## src/rtl/umul16_pkg.sv

```systemverilog
package umul16_pkg;
    localparam int          DATA_W     = 32;
    localparam int          HALF_W     = DATA_W / 2;
    localparam int          NREGS      = 8;
    localparam int          REG_AW     = $clog2(NREGS);
    localparam int          MAC_WINDOW = 3;
    localparam int          GAP_W      = $clog2(MAC_WINDOW + 1);
    localparam logic [7:0]  OPCODE     = 8'h52;

    typedef enum logic [1:0] {
        ST_IDLE,
        ST_RUN,
        ST_FINISH,
        ST_BAD
    } ustate_t;
endpackage

```

## src/rtl/umul16_decode.sv

```systemverilog
module umul16_decode
    import umul16_pkg::*;
(
    input  logic [7:0]        byte0,
    input  logic [7:0]        byte1,
    output logic              legal,
    output logic              src_upper,
    output logic [REG_AW-1:0] src_reg,
    output logic [REG_AW-1:0] dst_reg
);
    always_comb begin
        legal     = (byte0 == OPCODE) && !byte1[3];
        src_upper = byte1[7];
        src_reg   = byte1[6:4];
        dst_reg   = byte1[2:0];
    end
endmodule

```

## src/rtl/umul16_mac_gap.sv

```systemverilog
module umul16_mac_gap
    import umul16_pkg::*;
(
    input  logic             clk,
    input  logic             rst_n,
    input  logic             mac_pulse,
    output logic [GAP_W-1:0] extra
);
    logic [GAP_W-1:0] gap;

    always_ff @(posedge clk or negedge rst_n) begin
        if (!rst_n)
            gap <= GAP_W'(MAC_WINDOW);
        else if (mac_pulse)
            gap <= '0;
        else if (gap != GAP_W'(MAC_WINDOW))
            gap <= gap + 1'b1;
    end

    always_comb extra = GAP_W'(MAC_WINDOW) - gap;

    // a pulse clears the distance
    a_r7_gap_clear: assert property (@(posedge clk) disable iff (!rst_n)
        mac_pulse |=> (gap == '0));
    // distance advances one per cycle until saturation
    a_r7_gap_step: assert property (@(posedge clk) disable iff (!rst_n)
        (!mac_pulse && gap != GAP_W'(MAC_WINDOW)) |=> (gap == $past(gap) + 1'b1));
    // never beyond the window
    a_r7_gap_bound: assert property (@(posedge clk) disable iff (!rst_n)
        gap <= GAP_W'(MAC_WINDOW));
endmodule

```

## src/rtl/umul16_ctrl.sv

```systemverilog
module umul16_ctrl
    import umul16_pkg::*;
#(
    parameter int BASE_CYCLES = 4
) (
    input  logic             clk,
    input  logic             rst_n,
    input  logic             issue_valid,
    input  logic             legal,
    input  logic [GAP_W-1:0] extra,
    output logic             issue_ready,
    output logic             accept,
    output logic             done,
    output logic             illegal
);
    localparam int CNT_W = $clog2(BASE_CYCLES + MAC_WINDOW);

    ustate_t          state, state_nx;
    logic [CNT_W-1:0] cnt, cnt_nx;

    always_comb begin
        state_nx = state;
        cnt_nx   = cnt;
        unique case (state)
            ST_IDLE: begin
                if (issue_valid) begin
                    if (legal) begin
                        state_nx = ST_RUN;
                        cnt_nx   = CNT_W'(BASE_CYCLES - 2) + CNT_W'(extra);
                    end else begin
                        state_nx = ST_BAD;
                    end
                end
            end
            ST_RUN: begin
                if (cnt == CNT_W'(1))
                    state_nx = ST_FINISH;
                else
                    cnt_nx = cnt - 1'b1;
            end
            ST_FINISH: state_nx = ST_IDLE;
            ST_BAD:    state_nx = ST_IDLE;
            default:   state_nx = ST_IDLE;
        endcase
    end

    always_ff @(posedge clk or negedge rst_n) begin
        if (!rst_n) begin
            state <= ST_IDLE;
            cnt   <= '0;
        end else begin
            state <= state_nx;
            cnt   <= cnt_nx;
        end
    end

    always_comb begin
        issue_ready = (state == ST_IDLE);
        accept      = issue_ready && issue_valid;
        done        = (state == ST_FINISH);
        illegal     = (state == ST_BAD);
    end

    // completion always returns the unit to idle
    a_r5_done_to_idle: assert property (@(posedge clk) disable iff (!rst_n)
        done |=> issue_ready);
    // a rejection lasts one cycle and is never followed by completion
    a_r8_bad_to_idle: assert property (@(posedge clk) disable iff (!rst_n)
        illegal |=> (issue_ready && !done));
    // countdown never underflows while running
    a_r6_cnt_live: assert property (@(posedge clk) disable iff (!rst_n)
        (state == ST_RUN) |-> (cnt != '0));
endmodule

```

## src/rtl/umul16_exec.sv

```systemverilog
module umul16_exec
    import umul16_pkg::*;
#(
    parameter int BASE_CYCLES = 4
) (
    input  logic              clk,
    input  logic              rst_n,
    input  logic              issue_valid,
    output logic              issue_ready,
    input  logic [7:0]        issue_byte0,
    input  logic [7:0]        issue_byte1,
    output logic [REG_AW-1:0] rf_src_idx,
    input  logic [DATA_W-1:0] rf_src_data,
    output logic [REG_AW-1:0] rf_dst_idx,
    input  logic [DATA_W-1:0] rf_dst_data,
    output logic              rf_we,
    output logic [REG_AW-1:0] rf_widx,
    output logic [DATA_W-1:0] rf_wdata,
    input  logic              mac_done,
    output logic              done,
    output logic              illegal
);
    logic              legal, src_upper, accept;
    logic [REG_AW-1:0] src_reg, dst_reg;
    logic [GAP_W-1:0]  extra;
    logic [HALF_W-1:0] src_q, dst_lo_q, src_half;
    logic [REG_AW-1:0] dst_q;

    umul16_decode u_dec (
        .byte0     (issue_byte0),
        .byte1     (issue_byte1),
        .legal     (legal),
        .src_upper (src_upper),
        .src_reg   (src_reg),
        .dst_reg   (dst_reg)
    );

    umul16_mac_gap u_gap (
        .clk       (clk),
        .rst_n     (rst_n),
        .mac_pulse (mac_done),
        .extra     (extra)
    );

    umul16_ctrl #(.BASE_CYCLES(BASE_CYCLES)) u_ctrl (
        .clk         (clk),
        .rst_n       (rst_n),
        .issue_valid (issue_valid),
        .legal       (legal),
        .extra       (extra),
        .issue_ready (issue_ready),
        .accept      (accept),
        .done        (done),
        .illegal     (illegal)
    );

    always_comb begin
        rf_src_idx = src_reg;
        rf_dst_idx = dst_reg;
        src_half   = src_upper ? rf_src_data[DATA_W-1:HALF_W] : rf_src_data[HALF_W-1:0];
    end

    always_ff @(posedge clk or negedge rst_n) begin
        if (!rst_n) begin
            src_q    <= '0;
            dst_lo_q <= '0;
            dst_q    <= '0;
        end else if (accept && legal) begin
            src_q    <= src_half;
            dst_lo_q <= rf_dst_data[HALF_W-1:0];
            dst_q    <= dst_reg;
        end
    end

    always_comb begin
        rf_we    = done;
        rf_widx  = dst_q;
        rf_wdata = DATA_W'(src_q) * DATA_W'(dst_lo_q);
    end

    // captured operands hold for the whole execution
    a_r4_operands_held: assert property (@(posedge clk) disable iff (!rst_n)
        (!issue_ready && !done && !illegal) |=> ($stable(src_q) && $stable(dst_lo_q) && $stable(dst_q)));
    // an accepted instruction makes the unit busy
    a_r5_busy_after_accept: assert property (@(posedge clk) disable iff (!rst_n)
        accept |=> !issue_ready);
    // a rejected encoding never writes
    a_r8_no_write: assert property (@(posedge clk) disable iff (!rst_n)
        illegal |-> !rf_we);
endmodule

```

## config.mk

```make
export PLATFORM = sky130hd
export DESIGN_NAME = umul16_exec
export DESIGN_NICKNAME = d
export VERILOG_FILES = /design/src/rtl/umul16_pkg.sv /design/src/rtl/umul16_decode.sv /design/src/rtl/umul16_mac_gap.sv /design/src/rtl/umul16_ctrl.sv /design/src/rtl/umul16_exec.sv
export SDC_FILE = /design/constraint.sdc
export NUM_CORES = 1
export LEC_CHECK = 0
export BUFFER_PORTS_ARGS = -buffer_cell sky130_fd_sc_hd__buf_2
export CAP_MARGIN = 20
export CORE_MARGIN = 5
export CORE_UTILIZATION = 40
export DETAILED_ROUTE_END_ITERATION = 12
export GPL_TIMING_DRIVEN = 1
export PLACE_DENSITY = 0.63
export SLEW_MARGIN = 15
export SYNTH_ARGS = -nofsm -noshare
export SYNTH_HDL_FRONTEND = slang
export SYNTH_SLANG_ARGS = --single-unit
```

## constraint.sdc

```tcl
create_clock -name clk -period 8.4 [get_ports clk]
set_input_delay 0.84 -clock clk [delete_from_list [all_inputs] [get_ports clk]]
set_output_delay 0.84 -clock clk [all_outputs]
set_load 0.02 [all_outputs]
```

# Yosys cells after proc, flatten, opt, wreduce, memory -nomap -nowiden
# Index checks and enable logic that the tools add are counted.
[op_classes]
muxes = 11
bitwise_logic = 0
multipliers = 1
n_lt_le_gt_ge = 0
add_sub_neg = 4
n_div = 0
shifts = 0
n_eq_ne = 10
reduce_logical = 10
[op_table]
columns = ["operator", "n"]
rows = [
  ["multiplier 16 x 16 -> 32 bit", 1],
  ["2-to-1 mux 16 bit", 1],
  ["2-to-1 mux 2 bit", 5],
  ["2-to-1 mux 3 bit", 3],
  ["equality test 8 x 7 -> 1 bit, second input constant", 1],
  ["!= test 2 bit, second input constant", 3],
  ["case mux 2 bit (3 select lines)", 1],
  ["case mux 3 bit (2 select lines)", 1],
  ["equality test 2 bit, second input constant", 2],
  ["!= test 2 x 1 -> 1 bit, second input constant", 2],
  ["AND reduction 4 bit", 1],
  ["nonzero test 2 bit", 2],
  ["adder 2 x 2 -> 3 bit, first input constant", 1],
  ["equality test 3 x 1 -> 1 bit, second input constant", 1],
  ["logical AND 1 bit", 3],
  ["subtractor 3 x 1 -> 3 bit, second input constant", 1],
  ["adder 2 x 1 -> 2 bit, second input constant", 1],
  ["equality test 2 x 1 -> 1 bit, second input constant", 1],
  ["logical NOT 2 bit", 1],
  ["AND reduction 2 bit", 1],
  ["OR reduction 2 bit", 1],
  ["subtractor 2 bit, first input constant", 1],
  ["logical NOT 1 bit", 1],
]
[word_totals]
n_memories = 0
romBits = 0
elab_cells = 42
input_bits = 84
ram_bits = 0
out_inout_bits = 45
register_bits = 42
latchBits = 0

# Logic depth before layout (Yosys ltp)
[depth]
ltp_word = 5
mapped_depth = 22
mapped_depth_nobuf = 19

# Modules after synthesis
# A second synthesis with hierarchy kept.
[hier_totals]
cells_unflattened = 1181
area_unflattened_um2 = 10724.0
[modules_own_cells]
columns = ["module", "area_per_inst_um2", "cells_each", "seq_area_each_um2", "instances"]
rows = [
  ["umul16_exec", 10182.3, 1124, 875.8, 1],
  ["umul16_ctrl", 357.8, 38, 125.1, 1],
  ["umul16_mac_gap", 98.8, 9, 52.6, 1],
  ["umul16_decode", 85.1, 10, 0.0, 1],
]

# Least setup slack after synthesis
# OpenSTA, ideal clock, no wires.
[synth_path]
kind = "register to output"
start = "register src_q[13]"
end = "output port rf_wdata[30]"
path_stages_with_launch = 20
required_time_ps = 7560
n_path_buf = 2
arrival_time_ps = 5755
slack_ps = 1805
cell_sequence = "dfrtp_1 > clkbuf_1 > clkbuf_1 > nand2_1 > fa_1 > fa_1 > inv_1 > fa_1 > fa_1 > fa_1 > inv_1 > fa_1 > inv_1 > ha_1 > a21oi_2 > o211ai_1 > a221oi_1 > a31oi_1 > and4_1 > nor3_1"
[synth_via]
elab_chain_len = 1
[synth_lines]
columns = ["element", "line_no", "rtl"]
rows = [
  ["from (decl)", "umul16_exec.sv:26", "logic [HALF_W-1:0] src_q, dst_lo_q, src_half;"],
  ["from (signal assigned)", "umul16_exec.sv:69", "src_q <= src_half;"],
  ["multiplier 16 x 16 -> 32 bit", "umul16_exec.sv:78", "rf_wdata = DATA_W'(src_q) * DATA_W'(dst_lo_q);"],
  ["to (decl)", "umul16_exec.sv:18", "output logic [DATA_W-1:0] rf_wdata,"],
]
# Every way passes these cells.

# Worst setup path in the final report
[layout_path]
start = "register dst_lo_q[1]"
end = "output port rf_wdata[30]"
[layout_via]
elab_chain_len = 1
[layout_lines]
columns = ["element", "line_no", "rtl"]
rows = [
  ["from (decl)", "umul16_exec.sv:26", ""],
  ["from (signal assigned)", "umul16_exec.sv:70", "dst_lo_q <= rf_dst_data[HALF_W-1:0];"],
  ["multiplier 16 x 16 -> 32 bit", "umul16_exec.sv:78", ""],
]
# Every way passes these cells.

==> flow_summary.ini <==
[synth]
ys_seq_area_share_pct = 9.87
syn-instance-count = 1173
synth_top_area_cell = fa_1
synth_top_cell_area_share_pct = 36.4
yosys_warnings = 0
ys_seq_elements = 42
synth_nets = 1558
synth-edff-count = 0
synth_ff_type = dfrtp_1
synthesis.area_mm2 = 0.0107
synth_cell_types = 58
yosys-top-cells-area = fa_1, ha_1, dfrtp_1
synth.avg_cell_area_um2 = 9.10
async_flop_share_pct = 100

[cts]
cts_resized = 0
cts_tree = built
clk_latency_ns = 0.29
postCtsSetupBuffers = 0
cts_max_path_buffers = 2
path_clk_slew_ns = 0.06
root_buffer = clkbuf_16
cts_num_sinks = 42
holdBufCountCts = 0
htreeDepth = 2
cts_inserted_buffers = 5

[hold_path]
hold_depth = 1
hp-class = flip-flop to flip-flop

[grt]
grt_busiest_layer = met2
grt_pass1_vias = 8515
grtUsageMet1_pct = 22.1
met2_usage_pct = 30.5
grt_antenna_before_repair = 0
grt_use_met3_pct = 2.05
overflow = 0
grt_pass1_wl_um = 42700
grt_util_all_layers_pct = 17.1
grt_max_degree = 52

[critical_path]
cp_cell_sequence = nand2_1, fa_1, fa_1, inv_1, fa_1, fa_1, fa_1, inv_1, fa_1, inv_1, ha_1, a21oi_2, o211ai_1, a221oi_1, a31oi_1, and4_1, nor3_1, buf_2
crit_buf_inv = 4
cp-end-kind = primary output
r2r_cells = 7
r2r-start = u_ctrl.cnt[0]
arrival_ns = 6.70
crit_path_frequent_cell = fa_1
worstPathMaxFanout = 17
rrSetupSlack_ns = 6.73
critPathTopFamily = adder cells
r2r_end = u_ctrl.cnt[2]
crit_required_ns = 7.56
cpPeakStageDelay_ns = 0.78
worst-path-stages = 18
cp-start-kind = flip-flop
cpMaxStageDelayCell = dfrtp_1
critPathLaunch = dst_lo_q[1]
worstSetupEndpoint = rf_wdata[30]
criticalPathCategory = flip-flop to primary output

[timing]
fmax_ghz = 0.133
setup_viol = 0
period_needed_ns = 7.54
tightest_slew_ns = 0.947
skew_ns = 0.00380
relSlewSlack_pct = 36.9
setup_ws_ns = 0.861
tns_ns = 0
drv_slew = 0
rsz0062_at_grt = no
fin_crit_sh_pct = 89.8
hold_violations = 0
hold_ws_ns = 0.512

[drt]
drt_pre_antenna_iters = 4
via_per_inst = 5.10
ant_nets = 0
routed-via-count = 8004
wirelength_um = 24800
drtIter0Drc = 315
drc = 0
wire_per_inst_um = 15.8

[floorplan]
die_x_um = 173
dieArea_mm2 = 0.0300
num_rows = 59
num_io_pins = 129
chipHeight_um = 173
core_area_mm2 = 0.0261
initial_core_util_pct = 40.8

[placement]
place_ws_ns = 1.16
dp.cells = 1560
gp_congestion = 0.845
dpl.hpwl_um = 20500
portBuffers = 106

[final_layout]
multi_input_area_mm2 = 0.00852
layout.nets = 1617
nFillCells = 2649
layoutNonFillerInstCount = 1568
ff_latch_area_mm2 = 0.00105
drive_gt1_share_pct = 12.1
syn_to_final_growth_pct = 8.16
antenna_cells = 0

[status]
status = finished clean

[pwr]
p_leak_nw = 6.33
vdd_drop_max_v = 0.0000935
power_density_mw_per_mm2 = 49.8

[flow_run]
max_cap_violations = 0
-- synth_stat cells (all sizes together) (4+ instances only) --
| cell type | instances |
|---|---|
| buf | 15 |
| nor2 | 24 |
| nand3 | 13 |
| and3 | 5 |
| nand2 | 183 |
| o21ai | 29 |
| nand2b | 7 |
| xor2 | 8 |
| a21o | 14 |
| ha | 107 |
| inv | 219 |
| mux2i | 20 |
| mux2 | 19 |
| and2 | 118 |
| nand4 | 5 |
| nor2b | 4 |
| xnor2 | 20 |
| dfrtp | 40 |
| nor3 | 5 |
| fa | 194 |
| clkbuf | 46 |
| a21oi | 28 |
| a31oi | 7 |
-- state kept, by name (all words and copies together), names as in the netlist --
signal and cells:
u_gap.gap 2, rf_widx 3, u_ctrl.cnt 3, u_ctrl.state 2, src_q 16, dst_lo_q 16
-- per-layer routing --
metal	part of all wire [%]	vias to the layer above
met5	0	-
met4	2.3	0
met3	4.3	34
met2	52	178
met1	41	4066
li1	-	3726
-- report_power, final --
part           internal [mW]  switching [mW]
clock network          0.118          0.0789
registers              0.221          0.0334
logic                 0.0555          0.0679
-- per-stage QoR --
stage                     total power [mW]  cell area (um^2)  utilization [%]
after global routing                 0.612             11500             44.2
after CTS                            0.581             11500             44.2
after floorplan                      0.333             10700                -
after global placement               0.377             11400             43.6
final                                0.575             11500             44.2
after detailed placement             0.382             11400             43.6
-- cells in the final DEF (no fill, tap or decap), types with 3 or more instances in the layout --
cell and count:
inv_1 219, fa_1 194, nand2_1 183, and2_1 118, ha_1 107, buf_2 106
dfrtp_1 40, o21ai_0 29, a21oi_1 27, nor2_1 24, mux2i_1 20, xnor2_1 20
mux2_4 18, a21o_1 14, nand3_1 12, xor2_1 8, nand2b_1 7, buf_4 7
a31oi_1 6, nand4_1 5, nor3_1 5, clkbuf_16 5, and3_1 4, nor2b_1 4
o2111ai_1 3, a211o_1 3, and4_1 3, a211oi_1 3, o21bai_1 3
-- how the worst min path moves through the flow --
stage,startpoint,to,slack (ns)
5_1_grt,rf_widx[0],rf_widx[0],0.53
3_3_place_gp,rf_widx[2],rf_widx[2],0.50
6_report,rf_widx[1],rf_widx[1],0.51
2_1_floorplan,u_ctrl.cnt[0],u_ctrl.cnt[0],0.48
3_5_place_dp,rf_widx[1],rf_widx[1],0.49
4_1_cts,rf_widx[1],rf_widx[1],0.51
-- logic make-up (layout without fill, tap and decap cells) --
family | count (synthesis) | in the layout | synth area share, %
XOR/XNOR | 28 | 28 | 2.30
multiplexers | 39 | 39 | 4.51
adder cells (fa/ha/maj) | 301 | 301 | 48.9
buffers and inverters | 280 | 340 | 10.3
AO/OA/AOI/OAI | 107 | 107 | 6.58
flip-flops | 42 | 42 | 9.87
AND/OR/NAND/NOR | 376 | 376 | 17.5
-- final cells by class --
| type | instances | area share (%) |
|---|---|---|
| multi-input combinational | 851 | 73.8 |
| clock buffer | 7 | 1.24 |
| sequential | 42 | 9.13 |
| tap | 335 | 3.63 |
| inverter | 219 | 7.12 |
| timing repair buffer | 113 | 5.05 |
| clock inverter | 1 | 0.0434 |
Power figures use the tool's default switching activity.
